`src/rtl/mdm_pkg.sv`:
```
package mdm_pkg;

    // control word, packed so that bit positions match the write data
    typedef struct packed {
        logic loop;
        logic out2;
        logic out1;
        logic rts;
        logic dtr;
    } mctl_t;

    // four status lines (or their change flags), bit 0 .. bit 3
    typedef struct packed {
        logic dcd;
        logic ri;
        logic dsr;
        logic cts;
    } mline_t;

    localparam int CTL_W  = $bits(mctl_t);
    localparam int LINE_W = $bits(mline_t);

endpackage

```
`src/rtl/mdm_sync.sv`:
```
module mdm_sync #(
    parameter int WIDTH  = 4,
    parameter int STAGES = 2
) (
    input  logic             clk,
    input  logic             rst_n,
    input  logic [WIDTH-1:0] async_i,
    output logic [WIDTH-1:0] sync_o
);

    generate
        if (STAGES == 0) begin : g_pass
            assign sync_o = async_i;
        end else begin : g_chain
            logic [STAGES-1:0][WIDTH-1:0] chain_d, chain_q;

            always_comb begin
                chain_d[0] = async_i;
                for (int i = 1; i < STAGES; i++) begin
                    chain_d[i] = chain_q[i-1];
                end
            end

            always_ff @(posedge clk or negedge rst_n) begin
                if (!rst_n) chain_q <= '0;
                else        chain_q <= chain_d;
            end

            assign sync_o = chain_q[STAGES-1];
        end
    endgenerate

endmodule

```
`src/rtl/mdm_delta.sv`:
```
module mdm_delta
    import mdm_pkg::*;
(
    input  logic   clk,
    input  logic   rst_n,
    input  mline_t lines_i,
    input  logic   rd_i,
    output mline_t flags_o,
    output logic   pend_o
);

    typedef struct packed {
        mline_t prev;
        mline_t flags;
        logic   pend;
    } dstate_t;

    dstate_t st_d, st_q;
    mline_t  chg, hit;

    always_comb begin
        chg     = lines_i ^ st_q.prev;
        hit     = chg;
        hit.ri  = st_q.prev.ri & ~lines_i.ri;
        st_d      = st_q;
        st_d.prev = lines_i;
        st_d.flags = (rd_i ? mline_t'('0) : st_q.flags) | hit;
        st_d.pend  = (rd_i ? 1'b0 : st_q.pend) | (|chg);
    end

    always_ff @(posedge clk or negedge rst_n) begin
        if (!rst_n) st_q <= '0;
        else        st_q <= st_d;
    end

    assign flags_o = st_q.flags;
    assign pend_o  = st_q.pend;


    event_on_change_chk: assert property (@(posedge clk) disable iff (!rst_n)
        (lines_i != st_q.prev) |=> st_q.pend);


    ri_fall_flag_chk: assert property (@(posedge clk) disable iff (!rst_n)
        (st_q.prev.ri && !lines_i.ri) |=> st_q.flags.ri);


    read_clears_chk: assert property (@(posedge clk) disable iff (!rst_n)
        (rd_i && lines_i == st_q.prev) |=> (st_q.flags == '0 && !st_q.pend));


    flags_hold_chk: assert property (@(posedge clk) disable iff (!rst_n)
        (!rd_i && lines_i == st_q.prev) |=> ($stable(st_q.flags) && $stable(st_q.pend)));

endmodule

```
`src/rtl/mdm_ctl_stat.sv`:
```
module mdm_ctl_stat
    import mdm_pkg::*;
#(
    parameter bit EXT_LIVE    = 1'b0,
    parameter int SYNC_STAGES = 2
) (
    input  logic       clk,
    input  logic       rst_n,
    input  logic       ctl_we_i,
    input  logic [7:0] ctl_wdata_i,
    output logic [7:0] ctl_rdata_o,
    input  logic       sts_re_i,
    output logic [7:0] sts_rdata_o,
    input  logic       ext_cts_i,
    input  logic       ext_dsr_i,
    input  logic       ext_ri_i,
    input  logic       ext_dcd_i,
    output logic       pin_dtr_o,
    output logic       pin_rts_o,
    output logic       pin_out1_o,
    output logic       pin_out2_o,
    output logic       ms_event_o
);

    localparam int PAD_W = 8 - CTL_W;

    typedef struct packed {
        mctl_t ctl;
    } tstate_t;

    tstate_t st_d, st_q;
    mline_t  ext_raw, ext_s, lines, flags;
    logic    wdata_unused;

    assign wdata_unused = ^ctl_wdata_i[7:CTL_W];

    always_comb begin
        st_d = st_q;
        if (ctl_we_i) st_d.ctl = mctl_t'(ctl_wdata_i[CTL_W-1:0]);
    end

    always_ff @(posedge clk or negedge rst_n) begin
        if (!rst_n) st_q <= '0;
        else        st_q <= st_d;
    end

    assign ext_raw = '{dcd: ext_dcd_i, ri: ext_ri_i, dsr: ext_dsr_i, cts: ext_cts_i};

    mdm_sync #(.WIDTH(LINE_W), .STAGES(SYNC_STAGES)) u_sync (
        .clk     (clk),
        .rst_n   (rst_n),
        .async_i (ext_raw),
        .sync_o  (ext_s)
    );

    always_comb begin
        if (st_q.ctl.loop) begin
            lines.cts = st_q.ctl.rts;
            lines.dsr = st_q.ctl.dtr;
            lines.ri  = st_q.ctl.out1;
            lines.dcd = st_q.ctl.out2;
        end else begin
            lines = EXT_LIVE ? ext_s : mline_t'('0);
        end
    end

    mdm_delta u_delta (
        .clk     (clk),
        .rst_n   (rst_n),
        .lines_i (lines),
        .rd_i    (sts_re_i),
        .flags_o (flags),
        .pend_o  (ms_event_o)
    );

    assign ctl_rdata_o = {{PAD_W{1'b0}}, st_q.ctl};
    assign sts_rdata_o = {lines, flags};

    assign pin_dtr_o  = st_q.ctl.dtr  & ~st_q.ctl.loop;
    assign pin_rts_o  = st_q.ctl.rts  & ~st_q.ctl.loop;
    assign pin_out1_o = st_q.ctl.out1 & ~st_q.ctl.loop;
    assign pin_out2_o = st_q.ctl.out2 & ~st_q.ctl.loop;


    ctl_readback_chk: assert property (@(posedge clk) disable iff (!rst_n)
        ctl_we_i |=> (ctl_rdata_o == {3'b000, $past(ctl_wdata_i[4:0])}));


    loop_pins_idle_chk: assert property (@(posedge clk) disable iff (!rst_n)
        (ctl_we_i && ctl_wdata_i[4])
        |=> ({pin_dtr_o, pin_rts_o, pin_out1_o, pin_out2_o} == 4'b0000));


    loop_map_chk: assert property (@(posedge clk) disable iff (!rst_n)
        (ctl_we_i && ctl_wdata_i[4])
        |=> (sts_rdata_o[7:4] == {$past(ctl_wdata_i[3]), $past(ctl_wdata_i[2]),
                                  $past(ctl_wdata_i[0]), $past(ctl_wdata_i[1])}));

endmodule

```
`config.mk`:
```
export PLATFORM = sky130hd
export DESIGN_NAME = mdm_ctl_stat
export DESIGN_NICKNAME = d
export VERILOG_FILES = /design/src/rtl/mdm_pkg.sv /design/src/rtl/mdm_sync.sv /design/src/rtl/mdm_delta.sv /design/src/rtl/mdm_ctl_stat.sv
export SDC_FILE = /design/constraint.sdc
export NUM_CORES = 1
export LEC_CHECK = 0
export CAP_MARGIN = 20
export CORE_MARGIN = 5
export CORE_UTILIZATION = 39
export CTS_CLUSTER_SIZE = 16
export DETAILED_ROUTE_END_ITERATION = 16
export MAX_ROUTING_LAYER = met4
export PLACE_DENSITY = 0.81
export SYNTH_ARGS = -nofsm -noshare
export SYNTH_HDL_FRONTEND = slang
export SYNTH_SLANG_ARGS = --single-unit
```
`constraint.sdc`:
```
create_clock -name clk -period 2.6 [get_ports clk]
set_input_delay 0.52 -clock clk [delete_from_list [all_inputs] [get_ports clk]]
set_output_delay 0.52 -clock clk [all_outputs]
set_load 0.05 [all_outputs]
```
## Word-level counts from Yosys, hierarchy flattened

Cells that the tools add are included.

- Register bits after elaboration: 14
- Logic and storage cells: 28

- Mux-type cells: 3
- Bitwise logic cells: 10
- Reductions and logical operators: 1

Operator list:

| kind | number |
|---|---|
| 2-to-1 mux 4 bit | 2 |
| AND 1 bit | 5 |
| bitwise OR 4 bit | 1 |
| OR reduction 4 bit | 1 |
| bitwise XOR 4 bit | 1 |
| NOT 1 bit | 2 |
| 2-to-1 mux 1 bit | 1 |
| bitwise OR 1 bit | 1 |

## Depth between registers and ports, before layout

- Depth after elaboration: 4
- Depth in mapped cells: 4
- Depth with buffers taken out: 4

## Cells and area by module

A second synthesis with hierarchy kept.

- Cell total of the unflattened synthesis: 50
- Area, all modules: 611.8 µm²

Modules (own cells, without submodules):

| module | times used | seq. area each (µm²) | area each (µm²) | cells each |
|---|---|---|---|---|
| mdm_delta | 1 | 225.2 | 354.1 | 28 |
| mdm_ctl_stat | 1 | 125.1 | 257.7 | 22 |

## Worst setup path after synthesis

OpenSTA, ideal clock, no wires.

- Path type: flip-flop to output port
- From: reg st_q (netlist bit ctl_rdata_o[4])
- To: out sts_rdata_o[5]
- Cell stages (with the launch flop): 3
- Buffers on the path: 1
- Arrival: 1.151 ns
- Path slack: 0.929 ns
- Cell sequence: dfrtp_1 -> and2_2 -> buf_4

RTL lines:

| element | line | RTL |
|---|---|---|
| from (decl) | mdm_ctl_stat.sv:31 | `tstate_t st_d, st_q;` |
| from (signal assigned) | mdm_ctl_stat.sv:44 | `else st_q <= st_d;` |
| to (decl) | mdm_ctl_stat.sv:13 | `output logic [7:0] sts_rdata_o,` |

## Final worst setup path

- From: reg st_q (netlist bit ctl_rdata_o[4])
- To: out sts_rdata_o[5]

- Word-level cells in the longest chain between the ends: 1

Ends and longest elaborated chain:

| element | line | RTL |
|---|---|---|
| 2-to-1 mux 4 bit | mdm_ctl_stat.sv:57 | `if (st_q.ctl.loop) begin` |

Every way passes these cells.

==> impl_summary.txt <==
----------------------------------------------------
[Outcome]
  Outcome ... finished, final reports clean

[Synthesis]
  Instance count of the mapped netlist ... 54
  Top post-synthesis cells by area ... sky130_fd_sc_hd__dfrtp_1 (54%), sky130_fd_sc_hd__buf_4 (13%), sky130_fd_sc_hd__mux2_2 (8.7%)
  Share of the synthesized area in the top cell type ... 54.1%
  Most frequently used flop master after synthesis ... sky130_fd_sc_hd__dfrtp_1
  YS warnings ... 0
  Seq cells post-synth ... 14
  Sequential fraction of the synthesis area ... 54.1%
  Count leader, synth ... sky130_fd_sc_hd__dfrtp_1
  Library cells used by synthesis ... 14
  Average cell area after synthesis ... 12.0 sq um
  Cell taking the most area after synthesis ... sky130_fd_sc_hd__dfrtp_1
  Number of enable flip-flop cells after synthesis ... 0
  Fraction of registers with async set or reset after synthesis ... 100%
  List of most frequent post-synthesis cells ... sky130_fd_sc_hd__dfrtp_1 (14), sky130_fd_sc_hd__buf_4 (11), sky130_fd_sc_hd__inv_1 (5), sky130_fd_sc_hd__mux2_2 (5), sky130_fd_sc_hd__and2b_2 (4)
  Mapped cell area ... 648 sq um

[Pwr]
  Switching power summed over all nets ... 0.000263 W
  Static leakage ... 0.399 nW
  Logic pwr share ... 42.3%
  Power share of the clock group ... 17.7%
  Sequential share of power ... 40.1%
  Switching portion of total power ... 39.7%
  Power density over the cells ... 757 nW/um^2
  Internal Power ... 0.000400 W
  Worst vdd rail ir drop ... 346 uV

[Timing]
  Max Clk Rate ... 431 MHz
  Post-Route Skew ... 0.00591 ns
  Tmin final ... 2.32 ns
  Max-slew violation count ... 0
  Endpoints failing hold ... 0
  Setup Total Neg Slack ... 0 ns
  Part of the cycle the worst path needs ... 89.3%
  Number of setup violations in the final report ... 0
  Relative slew slack ... 60.1%
  Slew at the pin with the worst max-slew slack ... 0.597 ns
  Unrepaired setup endpoints after global routing ... false

[Clocking]
  H-tree Lvls ... 1
  Cts repair resizes ... 0
  Clock transition at the registers of the reported paths ... 0.08 ns
  Post-CTS Setup Inserts ... 0
  CTS Hold Bufs ... 0
  Sink Count ... 14
  CTS tree ... built
  Insertion delay to the later sink of the worst-skew pair ... 0.27 ns
  Number of clock buffers inserted by TritonCTS ... 3
  Largest buffer count on any clock path ... 2
  CTS Root Buffer Type ... sky130_fd_sc_hd__clkbuf_4

[Critical path]
  Worst reg-to-reg setup slack ... 1.27 ns
  Start of the worst register-to-register path ... ctl_rdata_o[4]
  Worst Setup End Kind ... output port
  Crit path max fanout ... 10
  Type of the setup path with the least slack ... register to output port
  Destination of the worst register-to-register timing path ... u_delta.pend_o
  Required time at the worst-slack endpoint ... 2.08 ns
  Endpoint arrival time on the critical path ... 1.80 ns
  Startpoint type of the worst setup path ... register
  Cell count of the worst reg-to-reg path ... 4

[Global route]
  Vias in the first global route ... 496
  Total gr overflow ... 0
  Number of antenna violations at the first check in global routing ... 0
  Gr usage total ... 12.0%
  Maximum number of pins on one net before global-route repair ... 15
  Wire length of the first global-routing pass ... 2.29 mm

[Floorplan]
  Total die area ... 2580 sq um
  Die X ... 50.8 um
  Number of rows in the core area ... 14
  Effective utilization at floorplan ... 42.0%
  Overall die height ... 50.8 um
  Placeable Area ... 1540 sq um
  # IOs ... 37

[Routing]
  Average detailed-routed wire length per instance ... 13.1 um
  Average via count per standard cell ... 4.60
  DRC violation total after the first TritonRoute iteration ... 3
  Routed length on met2 ... 523 um
  Via count ... 414
  M1 wire length ... 526 um
  DRC violation count after routing ... 0
  Total wirelength of the detailed-routed design ... 1.18 mm
  Top Metal Used ... met3
  DR pass1 iterations ... 3
  Antenna viol nets, final ... 0
  Detail Route met3 WL ... 131 um

[Cells and area]
  Layout cells sized above 1 ... 20.3%
  Final-stage net count ... 93
  Antenna diodes ... 0
  Final Non-Filler Cells ... 90
  Area growth from synthesis to final layout ... 35.1%

[Placed design]
  Number of buffers added on ports ... 26
  Global placer's final weighted congestion ... 0.728
  # placed instances ... 87
  HPWL after DPL ... 933 um

[Hold path]
  Cell depth of the worst min-delay path ... 1
  Endpoint, Worst Hold ... u_delta.flags_o[2]
  Worst min-delay path category ... register to register
  Min-Delay Startpoint ... u_delta.flags_o[2]

[Job]
  Maxcap violations ... 0

----------------------------------------------------
layout make-up:
class,count,area (sq um)
fillers,146,666
flip-flops and latches,14,350
repair buffers,26,260
multi-input cells,26,204
clock buffers,3,22.5
well taps,16,20.0
inverters,5,18.8
critical path, stage by stage, from the launching register on:
cell	delay [ns]
sky130_fd_sc_hd__dfrtp_1	0.49
sky130_fd_sc_hd__and2_2	0.23
sky130_fd_sc_hd__clkdlybuf4s50_1	0.81
layer usage:
layer / up-vias / GRT usage (%)
met3: 0 / 5.03
met2: 26 / 17.1
met1: 185 / 14.9
li1: 203 / -
met4: 0 / 5.11
met5: - / -
per-stage QoR:
| stage | hold WS [ns] | setup WS [ns] | instance area, sq um | power (W) | util, % |
|---|---|---|---|---|---|
| final | 0.486 | 0.279 | 876 | 0.000663 | 56.8 |
| after global routing | 0.546 | 0.126 | 876 | 0.000705 | 56.8 |
| after CTS | 0.500 | 0.230 | 876 | 0.000675 | 56.8 |
| after detailed placement | 0.483 | 0.539 | 853 | 0.000554 | 55.4 |
| after global placement | 0.460 | 0.576 | 853 | 0.000549 | 55.4 |
| after floorplan | 0.224 | 0.929 | 656 | 0.000486 | - |
flip-flops by register name (all words and copies together) (netlist names):
signal	flops
u_delta.st_q	4
ctl_rdata_o	5
u_delta.flags_o	4
u_delta.pend_o	1
worst max-delay path by stage:
stage	endpoint	from	depth (start not counted)
4_1_cts	sts_rdata_o[5]	ctl_rdata_o[4]	2
5_1_grt	sts_rdata_o[6]	ctl_rdata_o[4]	3
2_1_floorplan	sts_rdata_o[5]	ctl_rdata_o[4]	2
3_5_place_dp	sts_rdata_o[5]	ctl_rdata_o[4]	2
6_report	sts_rdata_o[5]	ctl_rdata_o[4]	2
3_3_place_gp	sts_rdata_o[5]	ctl_rdata_o[4]	2
cells in the final DEF (no fill, tap or decap):
cell type,count
sky130_fd_sc_hd__a21o_1,1
sky130_fd_sc_hd__and2b_2,4
sky130_fd_sc_hd__dfrtp_1,14
sky130_fd_sc_hd__ha_1,1
sky130_fd_sc_hd__conb_1,3
sky130_fd_sc_hd__mux2_2,5
sky130_fd_sc_hd__nand4_1,1
sky130_fd_sc_hd__nand2_1,1
sky130_fd_sc_hd__a21boi_0,1
sky130_fd_sc_hd__and2_2,3
sky130_fd_sc_hd__clkdlybuf4s50_1,26
sky130_fd_sc_hd__clkbuf_4,3
sky130_fd_sc_hd__o21ai_0,3
sky130_fd_sc_hd__inv_1,5
sky130_fd_sc_hd__xnor2_1,3
power groups by stage:
stage / clock network (W) / logic, W / registers [W]
finish: 0.000117 / 0.000280 / 0.000265
global route: 0.000134 / 0.000298 / 0.000272
CTS: 0.000124 / 0.000284 / 0.000267
detailed placement: 0 / 0.000283 / 0.000271
global placement: 0 / 0.000280 / 0.000269
floorplan: 0 / 0.000184 / 0.000301
kinds of logic (layout without fill, tap and decap cells):
logic type	after synthesis	in the layout	synth area share, %
AO/OA/AOI/OAI	5	5	4.63
XOR/XNOR	3	3	4.05
adder cells (fa/ha/maj)	1	1	1.93
buffers and inverters	16	34	15.6
flip-flops	14	14	54.1
multiplexers	5	5	8.69
other	1	3	0.579
AND/OR/NAND/NOR	9	9	10.4
Note: power is estimated with default switching activity, not from simulation.
